[config.mk]
export PLATFORM = sky130hd
export DESIGN_NAME = blink_code_reporter
export DESIGN_NICKNAME = d
export VERILOG_FILES = /design/src/rtl/blink_pkg.sv /design/src/rtl/blink_timer.sv /design/src/rtl/blink_bit_seq.sv /design/src/rtl/blink_ctrl.sv /design/src/rtl/blink_code_reporter.sv
export SDC_FILE = /design/constraint.sdc
export NUM_CORES = 1
export LEC_CHECK = 0
export ABC_AREA = 1
export CORE_UTILIZATION = 35
export DETAILED_ROUTE_END_ITERATION = 10
export SYNTH_ARGS = -nofsm -noshare
export SYNTH_HDL_FRONTEND = slang
export SYNTH_HIERARCHICAL = 1
export SYNTH_SLANG_ARGS = --single-unit
[constraint.sdc]
create_clock -name clk -period 2.5 [get_ports clk]
set_input_delay 0.75 -clock clk [delete_from_list [all_inputs] [get_ports clk]]
set_output_delay 0.75 -clock clk [all_outputs]
set_load 0.005 [all_outputs]
[src/rtl/blink_pkg.sv]
// Package for the blink-code reporter.
// Holds the controller phase encoding and the kind of dark gap that follows a flash.
package blink_pkg;

    // Controller phase: waiting for enable, LED lit, dark gap, end-of-frame pause
    typedef enum logic [1:0] {
        PH_IDLE  = 2'd0,
        PH_LIT   = 2'd1,
        PH_DARK  = 2'd2,
        PH_PAUSE = 2'd3
    } blink_phase_e;

    // Which dark interval follows the flash that just ended
    typedef enum logic [1:0] {
        GAP_IN_DIGIT  = 2'd0,
        GAP_DIGIT_END = 2'd1,
        GAP_FRAME_END = 2'd2
    } blink_gap_e;

endpackage

[src/rtl/blink_timer.sv]
// Down-counting interval timer.
// Does: holds a loaded count and decrements it to zero. done is high while the count is zero.
// Assumes: load has priority over decrement, and clr has priority over both.
module blink_timer #(
    parameter int CNT_W = 8
) (
    input  logic             clk,
    input  logic             rst_n,
    input  logic             clr,
    input  logic             load,
    input  logic [CNT_W-1:0] load_val,
    output logic             done
);

    logic [CNT_W-1:0] cnt_q;

    // Count register: clear, load, or step down toward zero
    always_ff @(posedge clk) begin
        if (!rst_n || clr) begin
            cnt_q <= '0;
        end else if (load) begin
            cnt_q <= load_val;
        end else if (cnt_q != '0) begin
            cnt_q <= cnt_q - 1'b1;
        end
    end

    // Expiry flag
    assign done = (cnt_q == '0);

endmodule

[src/rtl/blink_bit_seq.sv]
// Bit sequencer for the blink-code reporter.
// Does: holds the sampled fault word in a left-shifting register and tracks the bit index
//       and the position inside the current digit.
// Assumes: DIGIT_W >= 2 and CODE_W is a whole multiple of DIGIT_W. load takes code_i whole,
//          and advance moves to the next lower bit.
module blink_bit_seq #(
    parameter int CODE_W  = 32,
    parameter int DIGIT_W = 4
) (
    input  logic              clk,
    input  logic              rst_n,
    input  logic              clr,
    input  logic              load,
    input  logic              advance,
    input  logic [CODE_W-1:0] code_i,
    output logic              next_bit,
    output logic              last_bit,
    output logic              digit_end
);

    localparam int IDX_W = $clog2(CODE_W);
    localparam int POS_W = $clog2(DIGIT_W);
    localparam logic [IDX_W-1:0] IDX_LAST = IDX_W'(CODE_W - 1);
    localparam logic [POS_W-1:0] POS_LAST = POS_W'(DIGIT_W - 1);

    logic [CODE_W-1:0] shift_q;
    logic [IDX_W-1:0]  idx_q;
    logic [POS_W-1:0]  pos_q;

    // Word register: sample the whole code, or shift left by one bit per flash
    always_ff @(posedge clk) begin
        if (!rst_n || clr) begin
            shift_q <= '0;
        end else if (load) begin
            shift_q <= code_i;
        end else if (advance) begin
            shift_q <= {shift_q[CODE_W-2:0], 1'b0};
        end
    end

    // Bit index within the frame
    always_ff @(posedge clk) begin
        if (!rst_n || clr || load) begin
            idx_q <= '0;
        end else if (advance) begin
            idx_q <= idx_q + 1'b1;
        end
    end

    // Position within the current digit, wrapping at the digit width
    always_ff @(posedge clk) begin
        if (!rst_n || clr || load) begin
            pos_q <= '0;
        end else if (advance) begin
            pos_q <= (pos_q == POS_LAST) ? '0 : pos_q + 1'b1;
        end
    end

    // Bit to be sent once the next advance has taken effect
    assign next_bit  = shift_q[CODE_W-2];
    assign last_bit  = (idx_q == IDX_LAST);
    assign digit_end = (pos_q == POS_LAST);

endmodule

[src/rtl/blink_ctrl.sv]
// Phase controller for the blink-code reporter.
// Does: steps through lit, dark and pause phases and picks each interval length.
//       Interval lengths are loaded into the timer as length minus one.
// Assumes: every duration is at least 1 and fits in CNT_W bits. A low enable forces idle at once.
module blink_ctrl
    import blink_pkg::*;
#(
    parameter int CNT_W     = 8,
    parameter int SHORT_ON  = 2,
    parameter int LONG_ON   = 5,
    parameter int FLASH_GAP = 2,
    parameter int GROUP_GAP = 4,
    parameter int FRAME_GAP = 8
) (
    input  logic             clk,
    input  logic             rst_n,
    input  logic             enable_i,
    input  logic             first_bit,
    input  logic             next_bit,
    input  logic             last_bit,
    input  logic             digit_end,
    input  logic             tmr_done,
    output blink_phase_e     phase,
    output logic             tmr_clr,
    output logic             tmr_load,
    output logic [CNT_W-1:0] tmr_val,
    output logic             seq_clr,
    output logic             seq_load,
    output logic             seq_adv
);

    localparam logic [CNT_W-1:0] LEN_SHORT = CNT_W'(SHORT_ON - 1);
    localparam logic [CNT_W-1:0] LEN_LONG  = CNT_W'(LONG_ON - 1);
    localparam logic [CNT_W-1:0] LEN_FLASH = CNT_W'(FLASH_GAP - 1);
    localparam logic [CNT_W-1:0] LEN_GROUP = CNT_W'(GROUP_GAP - 1);
    localparam logic [CNT_W-1:0] LEN_FRAME = CNT_W'(FRAME_GAP - 1);

    blink_phase_e phase_q;
    blink_gap_e   gap_kind;

    // Kind of gap that follows the flash now lit
    always_comb begin
        if (last_bit) begin
            gap_kind = GAP_FRAME_END;
        end else if (digit_end) begin
            gap_kind = GAP_DIGIT_END;
        end else begin
            gap_kind = GAP_IN_DIGIT;
        end
    end

    // Phase register: advance on timer expiry, drop to idle whenever enable is low
    always_ff @(posedge clk) begin
        if (!rst_n || !enable_i) begin
            phase_q <= PH_IDLE;
        end else begin
            case (phase_q)
                PH_IDLE:  phase_q <= PH_LIT;
                PH_LIT:   if (tmr_done) phase_q <= last_bit ? PH_PAUSE : PH_DARK;
                PH_DARK:  if (tmr_done) phase_q <= PH_LIT;
                PH_PAUSE: if (tmr_done) phase_q <= PH_LIT;
                default:  phase_q <= PH_IDLE;
            endcase
        end
    end

    // Timer and sequencer commands for the current phase
    always_comb begin
        tmr_clr  = !enable_i;
        seq_clr  = !enable_i;
        tmr_load = 1'b0;
        tmr_val  = '0;
        seq_load = 1'b0;
        seq_adv  = 1'b0;
        if (enable_i) begin
            case (phase_q)
                PH_IDLE: begin
                    seq_load = 1'b1;
                    tmr_load = 1'b1;
                    tmr_val  = first_bit ? LEN_LONG : LEN_SHORT;
                end
                PH_LIT: begin
                    if (tmr_done) begin
                        tmr_load = 1'b1;
                        case (gap_kind)
                            GAP_FRAME_END: tmr_val = LEN_FRAME;
                            GAP_DIGIT_END: tmr_val = LEN_GROUP;
                            default:       tmr_val = LEN_FLASH;
                        endcase
                    end
                end
                PH_DARK: begin
                    if (tmr_done) begin
                        seq_adv  = 1'b1;
                        tmr_load = 1'b1;
                        tmr_val  = next_bit ? LEN_LONG : LEN_SHORT;
                    end
                end
                PH_PAUSE: begin
                    if (tmr_done) begin
                        seq_load = 1'b1;
                        tmr_load = 1'b1;
                        tmr_val  = first_bit ? LEN_LONG : LEN_SHORT;
                    end
                end
                default: ;
            endcase
        end
    end

    assign phase = phase_q;

endmodule

[src/rtl/blink_code_reporter.sv]
// Blink-code fault reporter, top level.
// Does: sends CODE_W bits as long and short flashes on one LED, most significant bit first,
//       grouped by DIGIT_W bits. Each frame repeats while enable is high.
// Assumes: all durations are at least 1, GROUP_GAP > FLASH_GAP and LONG_ON > SHORT_ON.
//          code_i is sampled only at frame start.
module blink_code_reporter
    import blink_pkg::*;
#(
    parameter int CODE_W    = 32,
    parameter int DIGIT_W   = 4,
    parameter int SHORT_ON  = 2_500_000,
    parameter int LONG_ON   = 7_500_000,
    parameter int FLASH_GAP = 2_500_000,
    parameter int GROUP_GAP = 10_000_000,
    parameter int FRAME_GAP = 25_000_000
) (
    input  logic              clk,
    input  logic              rst_n,
    input  logic              enable_i,
    input  logic [CODE_W-1:0] code_i,
    output logic              led_o
);

    localparam int MAX_ON  = (LONG_ON > SHORT_ON) ? LONG_ON : SHORT_ON;
    localparam int MAX_GAP = (FRAME_GAP > GROUP_GAP) ?
                             ((FRAME_GAP > FLASH_GAP) ? FRAME_GAP : FLASH_GAP) :
                             ((GROUP_GAP > FLASH_GAP) ? GROUP_GAP : FLASH_GAP);
    localparam int MAX_LEN = (MAX_ON > MAX_GAP) ? MAX_ON : MAX_GAP;
    localparam int CNT_W   = $clog2(MAX_LEN + 1);

    blink_phase_e     phase;
    logic             tmr_clr, tmr_load, tmr_done;
    logic [CNT_W-1:0] tmr_val;
    logic             seq_clr, seq_load, seq_adv;
    logic             next_bit, last_bit, digit_end;

    blink_ctrl #(
        .CNT_W    (CNT_W),
        .SHORT_ON (SHORT_ON),
        .LONG_ON  (LONG_ON),
        .FLASH_GAP(FLASH_GAP),
        .GROUP_GAP(GROUP_GAP),
        .FRAME_GAP(FRAME_GAP)
    ) u_ctrl (
        .clk      (clk),
        .rst_n    (rst_n),
        .enable_i (enable_i),
        .first_bit(code_i[CODE_W-1]),
        .next_bit (next_bit),
        .last_bit (last_bit),
        .digit_end(digit_end),
        .tmr_done (tmr_done),
        .phase    (phase),
        .tmr_clr  (tmr_clr),
        .tmr_load (tmr_load),
        .tmr_val  (tmr_val),
        .seq_clr  (seq_clr),
        .seq_load (seq_load),
        .seq_adv  (seq_adv)
    );

    blink_timer #(
        .CNT_W(CNT_W)
    ) u_timer (
        .clk     (clk),
        .rst_n   (rst_n),
        .clr     (tmr_clr),
        .load    (tmr_load),
        .load_val(tmr_val),
        .done    (tmr_done)
    );

    blink_bit_seq #(
        .CODE_W (CODE_W),
        .DIGIT_W(DIGIT_W)
    ) u_seq (
        .clk      (clk),
        .rst_n    (rst_n),
        .clr      (seq_clr),
        .load     (seq_load),
        .advance  (seq_adv),
        .code_i   (code_i),
        .next_bit (next_bit),
        .last_bit (last_bit),
        .digit_end(digit_end)
    );

    // LED drive: lit exactly while the controller is in its lit phase
    assign led_o = (phase == PH_LIT);

endmodule

# Yosys cells after proc, flatten, opt, wreduce, memory -nomap -nowiden
# Index checks and enable logic that the tools add are counted.
[classes] add_sub_neg=3 mux=26 bitwise=0 multipliers=0 eq_ne=9 n_div=0 n_shift=0 reduce_logical=12 n_lt_le_gt_ge=0
[ops] op="$mux 25" count=6
[ops] op="$pmux 25 s4" count=1
[ops] op="$mux 31" count=2
[ops] op="$pmux 25 s2" count=1
[ops] op="$mux 23" count=2
[ops] op="$logic_not 25->1" count=1
[ops] op="$reduce_bool 25->1" count=1
[ops] op="$sub 25x1->25 const B" count=1
[ops] op="$eq 2x2->1 const B" count=4
[ops] op="$mux 2" count=4
[ops] op="$mux 1" count=7
[ops] op="$pmux 2 s3" count=1
[ops] op="$add 5x1->5 const B" count=1
[ops] op="$eq 5x5->1 const B" count=1
[ops] op="$eq 2x1->1 const B" count=2
[ops] op="$ne 2x1->1 const B" count=2
[ops] op="$pmux 1 s2" count=2
[ops] op="$reduce_bool 2->1" count=2
[ops] op="$reduce_or 3->1" count=1
[ops] op="$add 2x1->2 const B" count=1
[ops] op="$logic_not 1->1" count=2
[ops] op="$logic_not 2->1" count=1
[ops] op="$logic_or 1x1->1" count=2
[ops] op="$reduce_and 2->1" count=1
[ops] op="$reduce_or 2->1" count=1
[totals] in_bits=35 mem_bits_rw=0 regBits=65 memories=0 elab_cells=55 out_inout_bits=1 latchBits=0 romBits=0

# Depth between registers and ports, before layout
# Gate-level depths: netlist of the first run.
[logic_depth] depth_word=9 ltp_mapped=16 depth_no_buf=16

# Cells and area by module
# The synthesis of the first run kept the hierarchy.
[by_module_without_submodules] module="blink_timer" n_inst=1 cells_each=295 seq_area_each_um2=500.5 area_each_um2=1899.3
[by_module_without_submodules] module="blink_bit_seq" n_inst=1 cells_each=273 seq_area_each_um2=760.7 area_each_um2=1798.0
[by_module_without_submodules] module="blink_ctrl" n_inst=1 cells_each=96 seq_area_each_um2=40.0 area_each_um2=528.0
[by_module_without_submodules] module="blink_code_reporter" n_inst=1 cells_each=2 seq_area_each_um2=0.0 area_each_um2=10.0

# Worst setup path after synthesis of the first run
# OpenSTA, ideal clock, no wires.
[synth_timing] path_kind="register to register" from="reg u_timer.cnt_q[0]" to="reg u_timer.cnt_q[8]" arrival_time_ns=1.993 path_slack_ns=0.378 synth_period_minus_slack_ns=2.122 path_buffers=1 stages_incl_launch_ff=14 setup_ns=0.129 t_required_ns=2.371 cell_sequence="dfxtp_1 > inv_1 > ha_1 > nand3_2 > nor2_4 > nand3_4 > inv_1 > inv_1 > a21oi_1 > buf_2 > inv_1 > or2_2 > nand3_2 > nor2_1"
[synth_via] elab_chain_len=5 elab_cells_between_ends=14 cone_classes="add/sub (1); mux (10); reduce/logical (3)"
[synth_lines] item="start, declared" line_no="blink_timer.sv:15" text="logic [CNT_W-1:0] cnt_q;"
[synth_lines] item="start signal, assigned" line_no="blink_timer.sv:22" text="cnt_q <= load_val;"
[synth_lines] item="start signal, assigned" line_no="blink_timer.sv:24" text="cnt_q <= cnt_q - 1'b1;"
[synth_lines] item="$logic_not 25->1 (*)" line_no="blink_timer.sv:29" text="assign done = (cnt_q == '0);"
[synth_lines] item="named net tmr_done" line_no="blink_code_reporter.sv:32" text="logic tmr_clr, tmr_load, tmr_done;"
[synth_lines] item="$mux 1 (*)" line_no="blink_ctrl.sv:83, blink_ctrl.sv:93, blink_ctrl.sv:100"
[synth_lines] item="$pmux 1 s2 (*)" line_no="blink_ctrl.sv:76" text="case (phase_q)"
[synth_lines] item="$mux 1 (*)" line_no="blink_ctrl.sv:75" text="if (enable_i) begin"
[synth_lines] item="named net tmr_load" line_no="blink_code_reporter.sv:32"
[synth_lines] item="$mux 25 or $reduce_bool 2->1 (tied branches)"
# The timed path passes the listed nets; every way through them passes the cells marked *. The select of a mux whose other input is x is not followed.
# A chain may end at the register's enable or synchronous reset.

# Worst setup path after layout of the first run
[layout_timing] from="reg u_timer.cnt_q[0]" to="reg u_seq.idx_q[2]"
[layout_via] elab_chain_len=5 elab_cells_between_ends=7 cone_classes="mux (5); reduce/logical (2)"
[layout_lines] item="$logic_not 25->1" line_no="blink_timer.sv:29"
[layout_lines] item="named net tmr_done" line_no="blink_code_reporter.sv:32"
[layout_lines] item="$mux 1" line_no="blink_ctrl.sv:100" text="if (tmr_done) begin"
[layout_lines] item="$pmux 1 s2" line_no="blink_ctrl.sv:76"
[layout_lines] item="$mux 1" line_no="blink_ctrl.sv:75"
[layout_lines] item="named net seq_load" line_no="blink_code_reporter.sv:34" text="logic seq_clr, seq_load, seq_adv;"
[layout_lines] item="$logic_or 1x1->1" line_no="blink_bit_seq.sv:43" text="if (!rst_n || clr || load) begin"
[layout_lines] item="end signal, assigned" line_no="blink_bit_seq.sv:46" text="idx_q <= idx_q + 1'b1;"
[layout_lines] item="end, declared" line_no="blink_bit_seq.sv:27" text="logic [IDX_W-1:0] idx_q;"
# The timed path passes the listed nets, and every way through them passes these cells.

==> impl_metrics.csv, run 1 <==
group,metric,value,unit
run_status,status,"finished, final reports clean",
job,drv_cap,0,
cts,clk_path_buf_depth,2,
power,swShare,44.4,%
power,p_comb_share,49.5,%
floorplanning,rows,39,
global_route,grt_pass1_vias,3814,
floorplanning,core-area,11600,µm²
floorplanning,die_w,112,µm
critical_path,reg2reg_setup_slack,0.25,ns
critical_path,cp.arrival,2.47,ns
timing,period_share,90.0,%
global_route,antenna_found_initial,0,
critical_path,critPathMostFrequentCell,"nand2_1",
critical_path,crit_type,"reg2reg",
synthesis,yosys_warnings,6,
power,internal_power,2.99,mW
routing,ant_nets,0,
critical_path,cp_cell_sequence,"inv_1, ha_1, nand3_2, nor2_4, nand3_4, inv_1, nand2_1, nand2_1, nand2_1, nor2_4, inv_4, nand2_1, nor3_1",
global_route,grt_remaining_overflow,0,
synthesis,yosys.area.top_type_share,30.7,%
place,portBuffers,35,
critical_path,crit_family,"simple AND/OR/NAND/NOR gates",
cts,post_cts_buffers,0,
cts,cts.sinks,65,
global_route,grt_use_total,17.2,%
synthesis,yosys.cell_count.top_type,"nand2_1",
critical_path,worst_r2r_startpoint,"u_timer/cnt_q[0]",
synthesis,ys_top_cells_by_area,"dfxtp_1 (31%), nand2_1 (19%), nand3_1 (9.9%), inv_1 (7.4%), nor2_1 (4.9%)",
critical_path,worstPathMaxFanout,33,
synthesis,synthArstFlopShare,0,%
synthesis,syn-instance-count,666,
power,power_switching,2.38,mW
critical_path,crit_path_end_kind,"flip-flop",
routing,avgViaCountPerCell,4.87,
timing,slew_viol_final,0,
cts,cts_max_level,3,
floorplanning,num_io_pins,36,
cts,cts_tree,"built",
synthesis,yosys_most_used_dff,"dfxtp_1",
floorplanning,initial_core_util,36.5,%
synthesis,synth_area,4240,µm²
worst_hold_path,hold_path_depth,2,
timing,max_freq,444,MHz
synthesis,synth.yosys.seq_area_share,30.7,%
timing,rsz0062_at_grt,"false",
worst_hold_path,min_from,"u_seq/shift_q[29]",
routing,dr_total_vias,4073,
synthesis,syn-num-nets,711,
cts,cts_buffers,9,
timing,setup_viol,0,
power,peakVddDrop,0.000392,V
finish,stdcell_area,5020,µm²
finish,syn2layout_area_growth,18.6,%
timing,layout_min_cycle_time,2.25,ns
routing,wl_per_cell,12.2,µm
cts,clk_latency,0.35,ns
synthesis,ys_ff_latch,65,
worst_hold_path,hold_class,"reg2reg",
floorplanning,die-height,112,µm
critical_path,r2r-end,"u_seq/idx_q[2]",
synthesis,synth.distinct_cells,35,
critical_path,crit_required,2.72,ns
global_route,grt_max_degree,34,
cts,clkTransAtPathRegs,0.06,ns
power,p_leak,2.43,nW
place,dp_hpwl,7490,µm
power,p_per_area,1070,nW/µm²
synthesis,synth_enable_flop_cells,0,
floorplanning,die_area,12500,µm²
global_route,grt_pass1_wl,17400,µm
routing,drt_pass1_iterations,5,
synthesis,synth_top_area_cell,"dfxtp_1",
power,power_frac_seq,24.2,%
timing,timing.slew.headroom,76.5,%
routing,drc_errors,0,
power,clockPowerShare,26.3,%
routing,routed_wl,10200,µm
finish,drive_gt1_share,13.4,%
cts,cts_hold_buf,0,
synthesis,syn_area_per_cell,6.36,µm²
worst_hold_path,whs_endpoint,"u_seq/shift_q[29]",
timing,final_hold_viol_count,0,
timing,setup_tns,0,ns
critical_path,max_stage_delay,0.34,ns
cts,ctsRootBufferMaster,"clkbuf_16",
timing,skew,0.0106,ns
power,power,5.37,mW
finish,final_net_count,734,
finish,antenna_cells,0,
synthesis,synthTopCellsByCount,"nand2_1 (210), nand3_1 (84), inv_1 (83)",
timing,tightest_slew,0.351,ns
place,place_area,4680,µm²
critical_path,cp-start-kind,"flip-flop",
critical_path,cp_num_buf_inv,3,
critical_path,rr_worst_depth,13,
place,gp_congestion,0.873,
routing,drtIter0Drc,210,
critical_path,cpMaxStageDelayCell,"dfxtp_1",
-- worst max path at each step --
stage                             to             start  cells past startpoint  slack [ns]
CTS                   u_seq/idx_q[2]  u_timer/cnt_q[0]                     13        0.05
global route          u_seq/idx_q[2]  u_timer/cnt_q[0]                     13       0.008
finish                u_seq/idx_q[2]  u_timer/cnt_q[0]                     13        0.25
detailed placement    u_seq/idx_q[2]          enable_i                      7        0.02
global placement      u_seq/idx_q[2]  u_timer/cnt_q[0]                     13        0.07
floorplan           u_timer/cnt_q[8]  u_timer/cnt_q[0]                     13        0.38
-- power by group through the flow --
stage | sequential, mW | clock [mW] | combinational, mW
floorplan | 1.28 | 0 | 2.10
global placement | 1.32 | 0 | 2.59
detailed placement | 1.32 | 0 | 2.61
CTS | 1.30 | 1.44 | 2.62
global route | 1.31 | 1.49 | 2.99
finish | 1.30 | 1.41 | 2.65
-- worst reg2reg max path, cell delays in order, from the launching register on --
cell	delay, ns
dfxtp_1	0.34
inv_1	0.09
ha_1	0.21
nand3_2	0.11
nor2_4	0.11
nand3_4	0.08
inv_1	0.18
nand2_1	0.07
nand2_1	0.12
nand2_1	0.11
nor2_4	0.20
inv_4	0.17
nand2_1	0.25
nor3_1	0.09
-- sequential cells by signal, summed over array words and instances, names as in the netlist --
signal         cells
u_ctrl/phase       2
u_seq/pos_q        2
u_seq/idx_q        5
u_timer/cnt_q     25
u_seq/shift_q     31
-- metal layers --
layer / routed length (µm) / vias up / global-route usage, %
li1: - / 2114 / -
met1: 4730 / 1823 / 21.5
met2: 4680 / 114 / 28.2
met3: 533 / 22 / 3.32
met4: 262 / 0 / 8.36
met5: 0 / - / 0
-- timing repair --
item / CTS / global route
endpoints found under the hold margin: 0 / 0
gates resized for setup: 0 / 5
endpoints found under the setup margin: 0 / 39
-- metrics by stage --
stage	setup slack, ns	cells	hold WS, ns	util, %
3_5_place_dp	0.0206	821	0.459	40.3
5_1_grt	0.00835	837	0.489	43.3
2_1_floorplan	0.378	666	0.413	-
3_3_place_gp	0.0712	821	0.455	40.3
4_1_cts	0.0490	837	0.468	43.1
6_report	0.249	837	0.470	43.3
-- cell families after synthesis --
logic type | count (synthesis) | synth area share [%]
compound gates | 51 | 6.71
xor+xnor | 3 | 0.975
fa+ha+maj | 10 | 2.95
buf+inv | 125 | 13.4
flops | 65 | 30.7
simple gates | 412 | 45.2
-- cell type report --
| cell class | instances | area (µm²) |
|---|---|---|
| inverter | 88 | 335 |
| multi-input combinational | 476 | 2380 |
| fill | 1204 | 6590 |
| timing repair buffer | 49 | 497 |
| sequential | 65 | 1300 |
| clock buffer | 9 | 225 |
| clock inverter | 7 | 103 |
| tap | 143 | 179 |
-- cell usage in the layout (no fill, tap or decap), drive strengths merged, types with 2 or more instances in the layout --
| cell type | count |
|---|---|
| a21oi | 35 |
| buf | 14 |
| bufinv | 2 |
| clkbuf | 9 |
| clkdlybuf4s50 | 35 |
| clkinv | 2 |
| dfxtp | 65 |
| ha | 10 |
| inv | 90 |
| nand2 | 223 |
| nand3 | 88 |
| nand4 | 9 |
| nor2 | 82 |
| nor3 | 6 |
| o211ai | 2 |
| o21ai | 10 |
| or2 | 3 |
| xor2 | 2 |
(Power assumes the default switching activity.)
==> run 2, diff against run 1 <==
Settings changed: GPL_TIMING_DRIVEN from default to 0.
==> impl_metrics.csv, run 2 (synthesized netlist as in run 1, its figures left out) <==
group,metric,value,unit
run_status,status,"finished, final reports clean",
global_route,antenna_found_initial,0,
timing,setup_viol,0,
routing,ant_nets,0,
global_route,grt_max_degree,13,
cts,clk_latency,0.34,ns
routing,wl_per_cell,12.6,µm
finish,antenna_cells,0,
place,dp_slack,-0.328,ns
finish,drive_gt1_share,16.1,%
routing,drt_pass1_iterations,5,
routing,avgViaCountPerCell,4.75,
finish,largest_reg_flops,31,
timing,slew_viol_final,0,
routing,dr_total_vias,4097,
place,dp_hpwl,8080,µm
global_route,grt_pass1_vias,3993,
place,portBuffers,35,
finish,syn2layout_area_growth,21.5,%
power,p_leak,2.53,nW
cts,clkTransAtPathRegs,0.06,ns
timing,timing.slew.headroom,58.4,%
floorplanning,die-height,112,µm
cts,clk_path_buf_depth,2,
worst_hold_path,hold_class,"reg2reg",
critical_path,cp.arrival,2.56,ns
finish,layout.cells.most_common_list,"nand2_1 (210), nand3_1 (84), inv_1 (81), dfxtp_1 (65), nor2_1 (53)",
cts,ctsRootBufferMaster,"clkbuf_16",
finish,final_util,44.3,%
floorplanning,rows,39,
cts,cts_buffers,9,
floorplanning,core-area,11600,µm²
cts,cts_tree,"built",
timing,skew,0.00442,ns
critical_path,worstPathMaxFanout,10,
global_route,grt_remaining_overflow,0,
job,drv_cap,0,
finish,final_net_count,760,
power,p_per_area,1070,nW/µm²
routing,drc_errors,0,
floorplanning,die_w,112,µm
floorplanning,initial_core_util,36.5,%
power,power,5.49,mW
global_route,grt_pass1_wl,18500,µm
finish,final_cells,862,
place,gp_congestion,0.870,
cts,cts_max_level,3,
timing,setup_ws,0.140,ns
routing,drtIter0Drc,236,
routing,routed_wl,10800,µm
finish,mostFrequentLayoutCell,"nand2_1",
place,placed_cells,844,
critical_path,cp-start-kind,"input pin",
timing,period_share,94.4,%
floorplanning,num_io_pins,36,
timing,max_freq,424,MHz
timing,tightest_slew,0.625,ns
timing,layout_min_cycle_time,2.36,ns
global_route,grt_use_total,18.7,%
cts,cts_hold_buf,0,
critical_path,crit_type,"in2reg",
power,peakVddDrop,0.000401,V
critical_path,crit_required,2.70,ns
timing,setup_tns,0,ns
finish,top_register,"u_seq/shift_q",
cts,cts.sinks,65,
floorplanning,die_area,12500,µm²
finish,top_regs,"u_seq/shift_q (31), u_timer/cnt_q (25), u_seq/idx_q (5)",
critical_path,crit_path_end_kind,"flip-flop",
timing,final_hold_viol_count,0,
timing,rsz0062_at_grt,"false",
[run 2: cell types whose count changed in the layout (fill, tap and decap cells not counted), sizes merged]
cell / delta
buf: +21
bufinv: +1
clkbuf: +5
clkinv: -2
[run 2: routing by layer]
metal  GRT usage (%)  share of wire (%)  vias to the layer above
met5               0                  0                        -
met1            21.5                 44                     1806
met4            7.82                2.0                        0
li1                -                  -                     2165
met2            32.4                 49                      103
met3            5.23                5.4                       23
[run 2: where the power goes]
part / leakage (nW) / switching (mW) / internal [mW]
logic: 1.84 / 1.72 / 1.01
registers: 0.528 / 0.141 / 1.16
clock network: 0.163 / 0.482 / 0.974
[run 2: stage by stage]
step | hold slack [ns] | instance area (µm²)
4_1_cts | 0.433 | 5110
5_1_grt | 0.480 | 5150
6_report | 0.451 | 5150
3_5_place_dp | 0.425 | 4760
2_1_floorplan | 0.413 | 4240
3_3_place_gp | 0.423 | 4760
[run 2: final timing paths]
check,start,to,slack [ns],cells after the start
max,enable_i,u_timer/cnt_q[15],0.14,9
min,u_timer/cnt_q[0],u_timer/cnt_q[0],0.45,1
max reg2reg,u_timer/cnt_q[1],u_timer/cnt_q[15],0.19,14
min reg2reg,u_timer/cnt_q[0],u_timer/cnt_q[0],0.45,1
[run 2: worst max-delay path: stages]
cell             delay [ns]
clkdlybuf4s50_1        0.50
inv_1                  0.25
a21oi_1                0.07
buf_4                  0.18
inv_1                  0.20
clkbuf_4               0.28
nand4_1                0.18
nand2_1                0.11
nor2_1                 0.04
[run 2: cell type report]
cell class,count,area [µm²]
clock buffer,9,225
sequential,65,1300
clock inverter,6,115
multi-input combinational,476,2370
fill,1226,6470
timing repair buffer,38,373
tap,143,179
inverter,88,335
buffer,37,244
[run 2: what timing repair did]
item	CTS	global route
resized for setup	6	5
buffers inserted	0	3
endpoints found under the hold margin	0	0
setup endpoints to repair	53	48
